## src/rtl/agu_pkg.sv

```systemverilog
// Package: shared widths, shift encoding and the result bundle of the
// load/store address generator. Assumes a 32-bit data path.
package agu_pkg;
    parameter int unsigned AGU_DW     = 32;
    parameter int unsigned AGU_IMM_W  = 12;
    parameter int unsigned AGU_SHW    = $clog2(AGU_DW);
    parameter int unsigned AGU_PC_ADJ = 8;

    typedef enum logic [1:0] {
        SH_LSL = 2'd0,
        SH_LSR = 2'd1,
        SH_ASR = 2'd2,
        SH_ROR = 2'd3
    } agu_shift_e;

    typedef struct packed {
        logic [AGU_DW-1:0] addr;
        logic              is_load;
        logic              is_byte;
        logic              priv;
        logic [AGU_DW-1:0] wb_val;
        logic              wb_en;
        logic              bad;
    } agu_result_t;
endpackage

```

## src/rtl/agu_offset_shift.sv

```systemverilog
// Module: agu_offset_shift
// Shifts the index register by a constant amount. An amount of zero
// selects the special meanings: right shifts act as a shift by the full
// width, and rotate becomes a one-bit rotate through the carry input.
// Assumes the amount never comes from a register. Purely combinational.
module agu_offset_shift
    import agu_pkg::*;
#(
    parameter int unsigned DW  = AGU_DW,
    parameter int unsigned SHW = $clog2(DW)
) (
    input  logic [DW-1:0]  val,
    input  agu_shift_e     kind,
    input  logic [SHW-1:0] amt,
    input  logic           cin,
    output logic [DW-1:0]  res
);
    logic           amt_zero;
    logic [SHW-1:0] neg_amt;

    // Flag the amount-zero case and form the complementary rotate amount.
    always_comb begin
        amt_zero = (amt == '0);
        neg_amt  = SHW'(0) - amt;
    end

    // Select the shifter result for the requested kind.
    always_comb begin
        unique case (kind)
            SH_LSL:  res = val << amt;
            SH_LSR:  res = amt_zero ? '0 : (val >> amt);
            SH_ASR:  res = amt_zero ? {DW{val[DW-1]}}
                                    : DW'(unsigned'($signed(val) >>> amt));
            default: res = amt_zero ? {cin, val[DW-1:1]}
                                    : ((val >> amt) | (val << neg_amt));
        endcase
    end
endmodule

```

## src/rtl/agu_addr_calc.sv

```systemverilog
// Module: agu_addr_calc
// Selects the base (the program counter plus a fixed adjustment when the
// base is the program counter), adds or subtracts the offset modulo 2^DW,
// and derives the address, write-back, privilege and illegal-combination
// outputs. Assumes the offset is already shifted or extended. Combinational.
module agu_addr_calc
    import agu_pkg::*;
#(
    parameter int unsigned DW     = AGU_DW,
    parameter int unsigned PC_ADJ = AGU_PC_ADJ
) (
    input  logic          ld_sel,
    input  logic          byte_sel,
    input  logic          pre_sel,
    input  logic          up_sel,
    input  logic          wb_req,
    input  logic          xlat_req,
    input  logic          base_is_pc,
    input  logic [DW-1:0] base_val,
    input  logic [DW-1:0] pc_val,
    input  logic [DW-1:0] offset,
    input  logic          priv_in,
    output agu_result_t   res
);
    localparam logic [DW-1:0] PC_OFS = DW'(PC_ADJ);

    logic [DW-1:0] base_eff;
    logic [DW-1:0] sum;
    logic          wants_wb;

    // Choose the effective base and apply the offset in the given direction.
    always_comb begin
        base_eff = base_is_pc ? (pc_val + PC_OFS) : base_val;
        sum      = up_sel ? (base_eff + offset) : (base_eff - offset);
    end

    // A write-back is implied by post-indexing or requested by pre-indexing.
    always_comb wants_wb = pre_sel ? wb_req : 1'b1;

    // Build the result bundle.
    always_comb begin
        res.addr    = pre_sel ? sum : base_eff;
        res.is_load = ld_sel;
        res.is_byte = byte_sel;
        res.priv    = priv_in & ~(xlat_req & ~pre_sel);
        res.wb_val  = sum;
        res.wb_en   = wants_wb & ~base_is_pc;
        res.bad     = (base_is_pc & wants_wb) | (xlat_req & pre_sel);
    end
endmodule

```

## src/rtl/agu_out_stage.sv

```systemverilog
// Module: agu_out_stage
// Optional output register. With OUT_REG=1 the result is captured on a
// valid cycle and held otherwise, and the valid flag is delayed one clock.
// With OUT_REG=0 it is a wire. Synchronous active-low reset clears all.
module agu_out_stage
    import agu_pkg::*;
#(
    parameter bit OUT_REG = 1'b1
) (
    input  logic        clk,
    input  logic        rst_n,
    input  logic        in_valid,
    input  agu_result_t d,
    output logic        q_valid,
    output agu_result_t q
);
    generate
        if (OUT_REG) begin : g_reg
            // Capture the result on a valid cycle and track the valid flag.
            always_ff @(posedge clk) begin
                if (!rst_n) begin
                    q_valid <= 1'b0;
                    q       <= '0;
                end else begin
                    q_valid <= in_valid;
                    if (in_valid) q <= d;
                end
            end

            // valid is delayed by exactly one clock.
            a_r12_valid_delay: assert property (@(posedge clk) disable iff (!rst_n)
                $past(rst_n) |-> (q_valid == $past(in_valid)));
            // the outputs hold across an idle cycle.
            a_r12_hold_idle: assert property (@(posedge clk) disable iff (!rst_n)
                ($past(rst_n) && !$past(in_valid)) |-> $stable(q));
        end else begin : g_comb
            // Pass the result straight through.
            always_comb begin
                q_valid = in_valid;
                q       = d;
            end
        end
    endgenerate
endmodule

```

## src/rtl/ldst_agu.sv

```systemverilog
// Module: ldst_agu (top)
// Address generator for a single-register load or store. It shifts or
// extends the offset, forms the address and base write-back, and
// optionally registers the outputs. Assumes the decoder supplies the fields
// and the register file supplies the values in the same cycle.
module ldst_agu
    import agu_pkg::*;
#(
    parameter bit OUT_REG = 1'b1
) (
    input  logic                 clk,
    input  logic                 rst_n,
    input  logic                 in_valid,
    input  logic                 ld_sel,
    input  logic                 byte_sel,
    input  logic                 pre_sel,
    input  logic                 up_sel,
    input  logic                 wb_req,
    input  logic                 xlat_req,
    input  logic                 reg_off_sel,
    input  logic [AGU_IMM_W-1:0] imm_off,
    input  logic                 base_is_pc,
    input  logic [AGU_DW-1:0]    base_val,
    input  logic [AGU_DW-1:0]    idx_val,
    input  logic [1:0]           shift_kind,
    input  logic [AGU_SHW-1:0]   shift_amt,
    input  logic                 carry_in,
    input  logic [AGU_DW-1:0]    pc_val,
    input  logic                 priv_in,
    output logic                 out_valid,
    output logic [AGU_DW-1:0]    xfer_addr,
    output logic                 xfer_load,
    output logic                 xfer_byte,
    output logic                 eff_priv,
    output logic [AGU_DW-1:0]    wb_val,
    output logic                 wb_en,
    output logic                 bad_combo
);
    logic [AGU_DW-1:0] shifted;
    logic [AGU_DW-1:0] offset;
    agu_result_t       res_c;
    agu_result_t       res_q;

    agu_offset_shift #(.DW(AGU_DW), .SHW(AGU_SHW)) u_shift (
        .val  (idx_val),
        .kind (agu_shift_e'(shift_kind)),
        .amt  (shift_amt),
        .cin  (carry_in),
        .res  (shifted)
    );

    // Pick the register-derived or the zero-extended immediate offset.
    always_comb offset = reg_off_sel ? shifted : AGU_DW'(imm_off);

    agu_addr_calc #(.DW(AGU_DW), .PC_ADJ(AGU_PC_ADJ)) u_calc (
        .ld_sel     (ld_sel),
        .byte_sel   (byte_sel),
        .pre_sel    (pre_sel),
        .up_sel     (up_sel),
        .wb_req     (wb_req),
        .xlat_req   (xlat_req),
        .base_is_pc (base_is_pc),
        .base_val   (base_val),
        .pc_val     (pc_val),
        .offset     (offset),
        .priv_in    (priv_in),
        .res        (res_c)
    );

    agu_out_stage #(.OUT_REG(OUT_REG)) u_stage (
        .clk      (clk),
        .rst_n    (rst_n),
        .in_valid (in_valid),
        .d        (res_c),
        .q_valid  (out_valid),
        .q        (res_q)
    );

    // Unpack the result bundle onto the ports.
    always_comb begin
        xfer_addr = res_q.addr;
        xfer_load = res_q.is_load;
        xfer_byte = res_q.is_byte;
        eff_priv  = res_q.priv;
        wb_val    = res_q.wb_val;
        wb_en     = res_q.wb_en;
        bad_combo = res_q.bad;
    end

    // a pre-indexed address equals the value written back.
    a_r1_pre_addr_is_sum: assert property (@(posedge clk) disable iff (!rst_n)
        (in_valid && pre_sel) |-> (res_c.addr == res_c.wb_val));
    // a post-indexed address is the raw base register.
    a_r2_post_addr_is_base: assert property (@(posedge clk) disable iff (!rst_n)
        (in_valid && !pre_sel && !base_is_pc) |-> (res_c.addr == base_val));
    // a translated post-indexed transfer is never privileged.
    a_r8_xlat_unpriv: assert property (@(posedge clk) disable iff (!rst_n)
        (in_valid && xlat_req && !pre_sel) |-> !res_c.priv);
    // a program-counter base never writes back.
    a_r10_pc_no_wb: assert property (@(posedge clk) disable iff (!rst_n)
        (in_valid && base_is_pc) |-> !res_c.wb_en);
endmodule

```

## config.mk

```make
export PLATFORM = sky130hd
export DESIGN_NAME = ldst_agu
export DESIGN_NICKNAME = d
export VERILOG_FILES = /design/src/rtl/agu_pkg.sv /design/src/rtl/agu_offset_shift.sv /design/src/rtl/agu_addr_calc.sv /design/src/rtl/agu_out_stage.sv /design/src/rtl/ldst_agu.sv
export SDC_FILE = /design/constraint.sdc
export NUM_CORES = 1
export LEC_CHECK = 0
export CORE_ASPECT_RATIO = 1.2
export CORE_MARGIN = 3
export CORE_UTILIZATION = 50
export DETAILED_ROUTE_END_ITERATION = 16
export DONT_BUFFER_PORTS = 1
export GPL_TIMING_DRIVEN = 0
export PLACE_DENSITY_LB_ADDON = 0.15
export SYNTH_ARGS = -nofsm -noshare
export SYNTH_HDL_FRONTEND = slang
export SYNTH_SLANG_ARGS = --single-unit
```

## constraint.sdc

```tcl
create_clock -name clk -period 7.2 [get_ports clk]
set_input_delay 0.72 -clock clk [delete_from_list [all_inputs] [get_ports clk]]
set_output_delay 0.72 -clock clk [all_outputs]
set_load 0.05 [all_outputs]
```

==> results of run 1 <==
-- through the flow --
stage / hold slack (ps) / util [%]
2_1_floorplan: 691 / -
3_3_place_gp: 708 / 53.0
3_5_place_dp: 715 / 53.0
4_1_cts: 510 / 55.3
-- per-layer routing --
layer / track usage, % / GRT overflow
met5: 1.62 / 0
met4: 57.6 / 1
met3: 30.8 / 0
met2: 83.5 / 1
met1: 57.7 / 0
-- cells by family after synthesis --
family | count (synthesis) | synth area share (%)
adder cells (fa/ha/maj) | 36 | 3.26
AO/OA/AOI/OAI | 563 | 27.0
flip-flops | 70 | 9.98
buffers and inverters | 211 | 6.61
AND/OR/NAND/NOR | 611 | 21.2
XOR/XNOR | 86 | 5.42
multiplexers | 268 | 26.5
-- what timing repair did --
action,in CTS
gates resized for setup,82
endpoints found under the hold margin,0
setup endpoints to repair,61
buffers inserted,7
pin swaps,11
==> flow_metrics.env, run 1 <==
export IMPL_synth_most_common_cell="nor2_1"
export IMPL_dp_slack_ps=-2900
export IMPL_numPlacedInstances=2220
export IMPL_dpl_cell_area_mm2=0.0145
export IMPL_port_buffers=0
export IMPL_grt_ovfl_total=2
export IMPL_syn_area_mm2=0.0140
export IMPL_numCtsBuffers=9
export IMPL_die_h_um=190
export IMPL_synthFlopType="dfxtp_1"
export IMPL_clock_path_buffers=2
export IMPL_synth_edff_count=0
export IMPL_syn_area_per_cell_um2=7.61
export IMPL_synth_cells=1845
export IMPL_stop_stage="global routing (5_1_grt)"
export IMPL_netlist_area_leader_share_pct=12.2
export IMPL_cts_num_sinks=70
export IMPL_synth_fp_nets=2009
export IMPL_synth_top_area_cell="mux4_2"
export IMPL_ioPinCount=198
export IMPL_htreeDepth=3
export IMPL_grt_pass1_wl_um=130000
export IMPL_hpwlAfterDp_um=67700
export IMPL_start_util_pct=51.2
export IMPL_cts_root_buffer="clkbuf_16"
export IMPL_grt_pass1_vias=18948
export IMPL_synth_cell_types=97
export IMPL_gp_congestion=1.24
export IMPL_synth_common_cells="nor2_1 (207), nand2_1 (146), a21oi_1 (133)"
export IMPL_synth_area_top_cells="mux4_2 (12%), dfxtp_1 (10%), mux2i_1 (9.2%)"
export IMPL_synthArstFlopShare_pct=0
export IMPL_yosysSeqAreaShare_pct=9.98
export IMPL_grt_max_degree=20
export IMPL_status="stopped before the end"
export IMPL_track_usage_pct=57.6
export IMPL_yosysWarningCount=0
export IMPL_rows=66
export IMPL_ctsHoldBuffers=0
export IMPL_error_message="[ERROR GRT-0116] Global routing finished with congestion. Check the congestion regions in the DRC Viewer."
export IMPL_ys_ff_latch=70
export IMPL_die_w_um=159
==> run 2, diff against run 1 <==
- CORE_ASPECT_RATIO: 1.2 -> not set
- CORE_UTILIZATION: 50 -> 35
- clock period: 7.2 -> 9.35 ns (I/O delays scaled with it)
==> flow_metrics.env, run 2 <==
export IMPL_dieArea_mm2=0.0425
export IMPL_wl_um=96300
export IMPL_grt_max_degree=20
export IMPL_synth_most_common_cell="nor2_1"
export IMPL_numCtsBuffers=9
export IMPL_slew_viol_final=2
export IMPL_cp_num_buf_inv=7
export IMPL_stdcell_count=2385
export IMPL_antenna_found_initial=4
export IMPL_max_stage_delay_ps=710
export IMPL_drc_errors=0
export IMPL_largest_reg_flops=69
export IMPL_rows=72
export IMPL_violations="capacitance limit, slew limit"
export IMPL_gp_congestion=1.16
export IMPL_r2r_end="u_stage.q[68]"
export IMPL_synth_fp_nets=2009
export IMPL_ctsHoldBuffers=0
export IMPL_synth_top_area_cell="mux4_2"
export IMPL_yosysWarningCount=0
export IMPL_cpMostUsedCell="buf_2"
export IMPL_timing_final_crit_share_pct=97.4
export IMPL_final_cell_mix="nor2_1 (206), nand2_1 (146), a21oi_1 (133)"
export IMPL_dr_pass1_iters=10
export IMPL_worstHoldStart="rst_n"
export IMPL_drt_vias_per_instance=7.40
export IMPL_yosysSeqAreaShare_pct=9.98
export IMPL_hpwlAfterDp_um=77800
export IMPL_rsz0062_at_grt="no"
export IMPL_cts_num_sinks=70
export IMPL_antenna_left=0
export IMPL_cts_tree="built"
export IMPL_holdWs_ps=702
export IMPL_rrSetupSlack_ps=8220
export IMPL_fmax_mhz=110
export IMPL_finalNetCount=2023
export IMPL_peakVddDrop_mv=0.0979
export IMPL_hold_path_class="in -> reg"
export IMPL_crit_arrival_ps=9380
export IMPL_drv_cap=1
export IMPL_final_common_cell="nor2_1"
export IMPL_die_h_um=206
export IMPL_netlist_area_leader_share_pct=12.2
export IMPL_synth_cell_types=97
export IMPL_ioPinCount=198
export IMPL_numPlacedInstances=2363
export IMPL_synth_edff_count=0
export IMPL_slew_headroom_pct=-5.10
export IMPL_reg_top3="u_stage.q x69, u_stage.q_valid x1"
export IMPL_synthArstFlopShare_pct=0
export IMPL_status="finished with violations"
export IMPL_path_class="in -> reg"
export IMPL_tightest_slew_ps=1560
export IMPL_track_usage_pct=43.8
export IMPL_reg2reg_from="u_stage.q[68]"
export IMPL_core_mm2=0.0391
export IMPL_route_vias_total=17646
export IMPL_clock_path_buffers=2
export IMPL_synth_area_top_cells="mux4_2 (12%), dfxtp_1 (10%), mux2i_1 (9.2%)"
export IMPL_wl_per_cell_um=40.4
export IMPL_whs_path_depth=2
export IMPL_start_util_pct=35.9
export IMPL_clk_pin_slew_ps=70
export IMPL_synth_cells=1845
export IMPL_htreeDepth=3
export IMPL_syn_area_mm2=0.0140
export IMPL_grt_ovfl_total=0
export IMPL_cp_slowest_cell="clkbuf_1"
export IMPL_synthFlopType="dfxtp_1"
export IMPL_grt_pass1_vias=16369
export IMPL_syn_area_per_cell_um2=7.61
export IMPL_ys_ff_latch=70
export IMPL_setup_viol=0
export IMPL_crit_family="compound AO/OA/AOI/OAI gates"
export IMPL_drive_gt1_share_pct=13.6
export IMPL_die_w_um=206
export IMPL_drt_iter0_drc=2817
export IMPL_area_delta_synth_final_pct=7.36
export IMPL_start_kind="primary input"
export IMPL_clk_latency_ps=360
export IMPL_leakage_nw=5.53
export IMPL_r2r_cells=3
export IMPL_port_buffers=0
export IMPL_fin_crit_ps=9110
export IMPL_power_density_mw_per_mm2=142
export IMPL_cp_required_ps=9620
export IMPL_top_register="u_stage.q"
export IMPL_cts_root_buffer="clkbuf_16"
export IMPL_power_w=0.00214
export IMPL_hold_end="u_stage.q_valid"
export IMPL_skew_ps=0
export IMPL_synth_common_cells="nor2_1 (207), nand2_1 (146), a21oi_1 (133)"
export IMPL_cp_end_kind="register"
export IMPL_grt_pass1_wl_um=130000
export IMPL_path_max_fanout=10
export IMPL_hold_viol=0
## run 2: cell counts after synthesis
Identical to the previous run, type by type.
## run 2: how the worst max path moves through the flow
stage,start,endpoint,cells past startpoint
2_1_floorplan,shift_amt[1],u_stage.q[68],36
3_3_place_gp,shift_amt[1],u_stage.q[66],32
3_5_place_dp,shift_amt[1],u_stage.q[66],32
4_1_cts,shift_amt[2],u_stage.q[32],27
5_1_grt,shift_amt[1],u_stage.q[68],35
6_report,shift_amt[3],u_stage.q[66],28
## run 2: cell type report
cell class | count | area, um^2
Fill cell | 4231 | 24000
Multi-Input combinational cell | 1564 | 11800
Sequential cell | 70 | 1400
Buffer | 171 | 795
Tap cell | 518 | 648
Clock buffer | 9 | 225
Inverter | 38 | 143
Clock inverter | 7 | 63.8
Timing Repair Buffer | 5 | 35.0
Antenna cell | 3 | 7.51
## run 2: logic make-up after synthesis
group                    after synthesis  synth area share (%)
AO/OA/AOI/OAI                        563                  27.0
XOR/XNOR                              86                  5.42
adder cells (fa/ha/maj)               36                  3.26
buffers and inverters                211                  6.61
flip-flops                            70                  9.98
multiplexers                         268                  26.5
AND/OR/NAND/NOR                      611                  21.2
## run 2: routing by layer
metal | vias up | wire length [um] | global-route usage [%]
met5 | - | 31 | 0
met4 | 4 | 6550 | 22.8
met3 | 345 | 13300 | 17.2
met2 | 1546 | 38200 | 61.0
met1 | 8678 | 38200 | 57.9
li1 | 7073 | - | -
## run 2: worst register-to-register path, stage by stage, from the launching register on
cell     delay (ps)
dfxtp_1         660
inv_1           110
o22ai_1         170
o21a_1          140
## run 2: per-stage QoR
step	setup slack [ps]	instance area (um^2)	setup TNS (ps)	util, %
floorplan	1660	14000	0	-
global placement	-2170	14700	-62950	37.6
detailed placement	-1970	14700	-50240	37.6
CTS	314	15000	0	38.5
global route	34.2	15100	0	38.5
finish	242	15100	0	38.5
## run 2: what timing repair did
| action | in CTS | in global routing |
|---|---|---|
| buffers inserted | 2 | 1 |
| endpoints found under the setup margin | 45 | 6 |
| pin swaps | 1 | 1 |
| gates resized for setup | 12 | 7 |
## run 2: power by group
group	switching [W]	internal (W)
Clock	0.000162	0.000186
Combinational	0.000823	0.000422
Sequential	0.000200	0.000345
Total	0.00118	0.000953
Power figures use the tool's default switching activity.
==> run 3, diff against run 2 <==
- ABC_AREA: not set -> 1
==> flow_metrics.env, run 3 <==
export IMPL_status="complete, no violations"
export IMPL_skew_ps=0
export IMPL_htreeDepth=3
export IMPL_clk_latency_ps=340
export IMPL_port_buffers=0
export IMPL_power_w=0.00189
export IMPL_numCtsBuffers=9
export IMPL_r2r_cells=2
export IMPL_core_mm2=0.0351
export IMPL_drv_cap=0
export IMPL_cp_required_ps=9630
export IMPL_path_class="in -> reg"
export IMPL_route_vias_total=17405
export IMPL_dieArea_mm2=0.0384
export IMPL_dr_pass1_iters=9
export IMPL_wl_um=76600
export IMPL_rsz0062_at_grt="no"
export IMPL_synth_cell_types=56
export IMPL_rows=68
export IMPL_clk_pin_slew_ps=60
export IMPL_setup_viol=0
export IMPL_hold_path_class="reg -> reg"
export IMPL_slew_viol_final=0
export IMPL_power_density_mw_per_mm2=140
export IMPL_peakVddDrop_mv=0.120
export IMPL_ys_ff_latch=70
export IMPL_crit_arrival_ps=8360
export IMPL_ctsHoldBuffers=0
export IMPL_hold_viol=0
export IMPL_fmax_mhz=124
export IMPL_track_usage_pct=38.4
export IMPL_grt_ovfl_total=0
export IMPL_hpwlAfterDp_um=64500
export IMPL_area_delta_synth_final_pct=6.95
export IMPL_final_cell_mix="nand2_1 (688), nand3_1 (477), nor2_1 (180)"
export IMPL_cts_num_sinks=70
export IMPL_slew_headroom_pct=31.3
export IMPL_synth_fp_nets=2497
export IMPL_drc_errors=0
export IMPL_tns_ps=0
export IMPL_wl_per_cell_um=27.3
export IMPL_die_w_um=196
export IMPL_synth_common_cells="nand2_1 (688), nand3_1 (477), nor2_1 (180)"
export IMPL_path_max_fanout=10
export IMPL_grt_pass1_wl_um=110000
export IMPL_synthArstFlopShare_pct=0
export IMPL_timing_final_crit_share_pct=86.5
export IMPL_drt_iter0_drc=2519
export IMPL_cts_resized_gates=0
export IMPL_top_register="u_stage.q"
export IMPL_drive_gt1_share_pct=7.62
export IMPL_antenna_left=0
export IMPL_max_stage_delay_ps=800
export IMPL_holdWs_ps=721
export IMPL_largest_reg_flops=69
export IMPL_syn_area_mm2=0.0126
export IMPL_drt_vias_per_instance=6.20
export IMPL_start_util_pct=36.0
export IMPL_postCtsSetupRepairBufs=0
export IMPL_die_h_um=196
export IMPL_gp_congestion=1.11
export IMPL_leakage_nw=6.49
export IMPL_cpMostUsedCell="nand2_1"
export IMPL_synth_top_area_cell="nand2_1"
export IMPL_start_kind="primary input"
export IMPL_cts_root_buffer="clkbuf_16"
export IMPL_syn_area_per_cell_um2=5.41
export IMPL_netlist_area_leader_share_pct=20.5
export IMPL_clock_path_buffers=2
export IMPL_tightest_slew_ps=1000
export IMPL_reg_top3="u_stage.q x69, u_stage.q_valid x1"
export IMPL_antenna_found_initial=5
export IMPL_synth_cells=2333
export IMPL_yosysSeqAreaShare_pct=11.1
export IMPL_finalNetCount=2508
export IMPL_cp_end_kind="register"
export IMPL_whs_path_depth=2
export IMPL_cp_slowest_cell="a21boi_0"
export IMPL_synthFlopType="dfxtp_1"
export IMPL_grt_pass1_vias=15851
export IMPL_fin_crit_ps=8090
export IMPL_yosysWarningCount=0
export IMPL_cts_tree="built"
export IMPL_rrSetupSlack_ps=8270
export IMPL_synth_most_common_cell="nand2_1"
export IMPL_synth_area_top_cells="nand2_1 (20%), nand3_1 (19%), dfxtp_1 (11%)"
export IMPL_ioPinCount=198
export IMPL_grt_max_degree=14
export IMPL_synth_edff_count=0
export IMPL_final_common_cell="nand2_1"
## run 3: worst paths after layout
| path | startpoint | endpoint |
|---|---|---|
| worst min register to register | u_stage.q[61] | u_stage.q[61] |
| worst max-delay path | shift_amt[4] | u_stage.q[64] |
| worst min-delay path | u_stage.q[61] | u_stage.q[61] |
| worst max register to register | u_stage.q[0] | u_stage.q[0] |
## run 3: metrics by stage
step	cells	area (um^2)	setup slack, ps	utilization, %
finish	2807	13500	1260	38.5
global route	2804	13500	824	38.5
CTS	2804	13500	1570	38.5
detailed placement	2788	13200	1230	37.6
global placement	2788	13200	1220	37.6
floorplan	2333	12600	3690	-
## run 3: kinds of logic (layout without fill, tap and decap cells)
kind of cell / Yosys count / count (layout) / synth area share (%)
xor+xnor: 66 / 66 / 4.58
simple gates: 1502 / 1502 / 53.5
buf+inv: 303 / 319 / 10.6
fa+ha+maj: 36 / 36 / 3.63
flops: 70 / 70 / 11.1
compound gates: 356 / 356 / 16.6
other cells: 0 / 3 / 0
## run 3: layout make-up
cell class / instances / area (um^2)
diodes: 3 / 7.51
plain buffers: 141 / 719
clock buffers: 10 / 229
clock inverters: 6 / 71.3
fillers: 4112 / 21500
inverters: 162 / 618
multi-input cells: 1960 / 9890
flip-flops and latches: 70 / 1400
well taps: 455 / 569
## run 3: report_power, final
part | internal, W | switching (W) | leakage [nW]
Combinational | 0.000306 | 0.000728 | 5.77
Sequential | 0.000337 | 0.000168 | 0.580
Clock | 0.000208 | 0.000143 | 0.139
Total | 0.000852 | 0.00104 | 6.49
## run 3: worst max-delay path, delay by kind of cell
kind | cells | cell delay, ps
AOI/OAI and AO/OA | 7 | 2180
xor gates and xnor gates | 2 | 490
adders and majority gates | 3 | 1010
buffers and inverters | 6 | 2000
and+or+nand+nor | 14 | 1710
## run 3: routing by layer
layer / up-vias / routed length [um] / global-route usage [%]
met5: - / 62 / 0
met2: 1095 / 30000 / 53.2
met1: 8229 / 34300 / 57.6
met3: 176 / 10000 / 11.7
li1: 7895 / - / -
met4: 10 / 2220 / 8.85
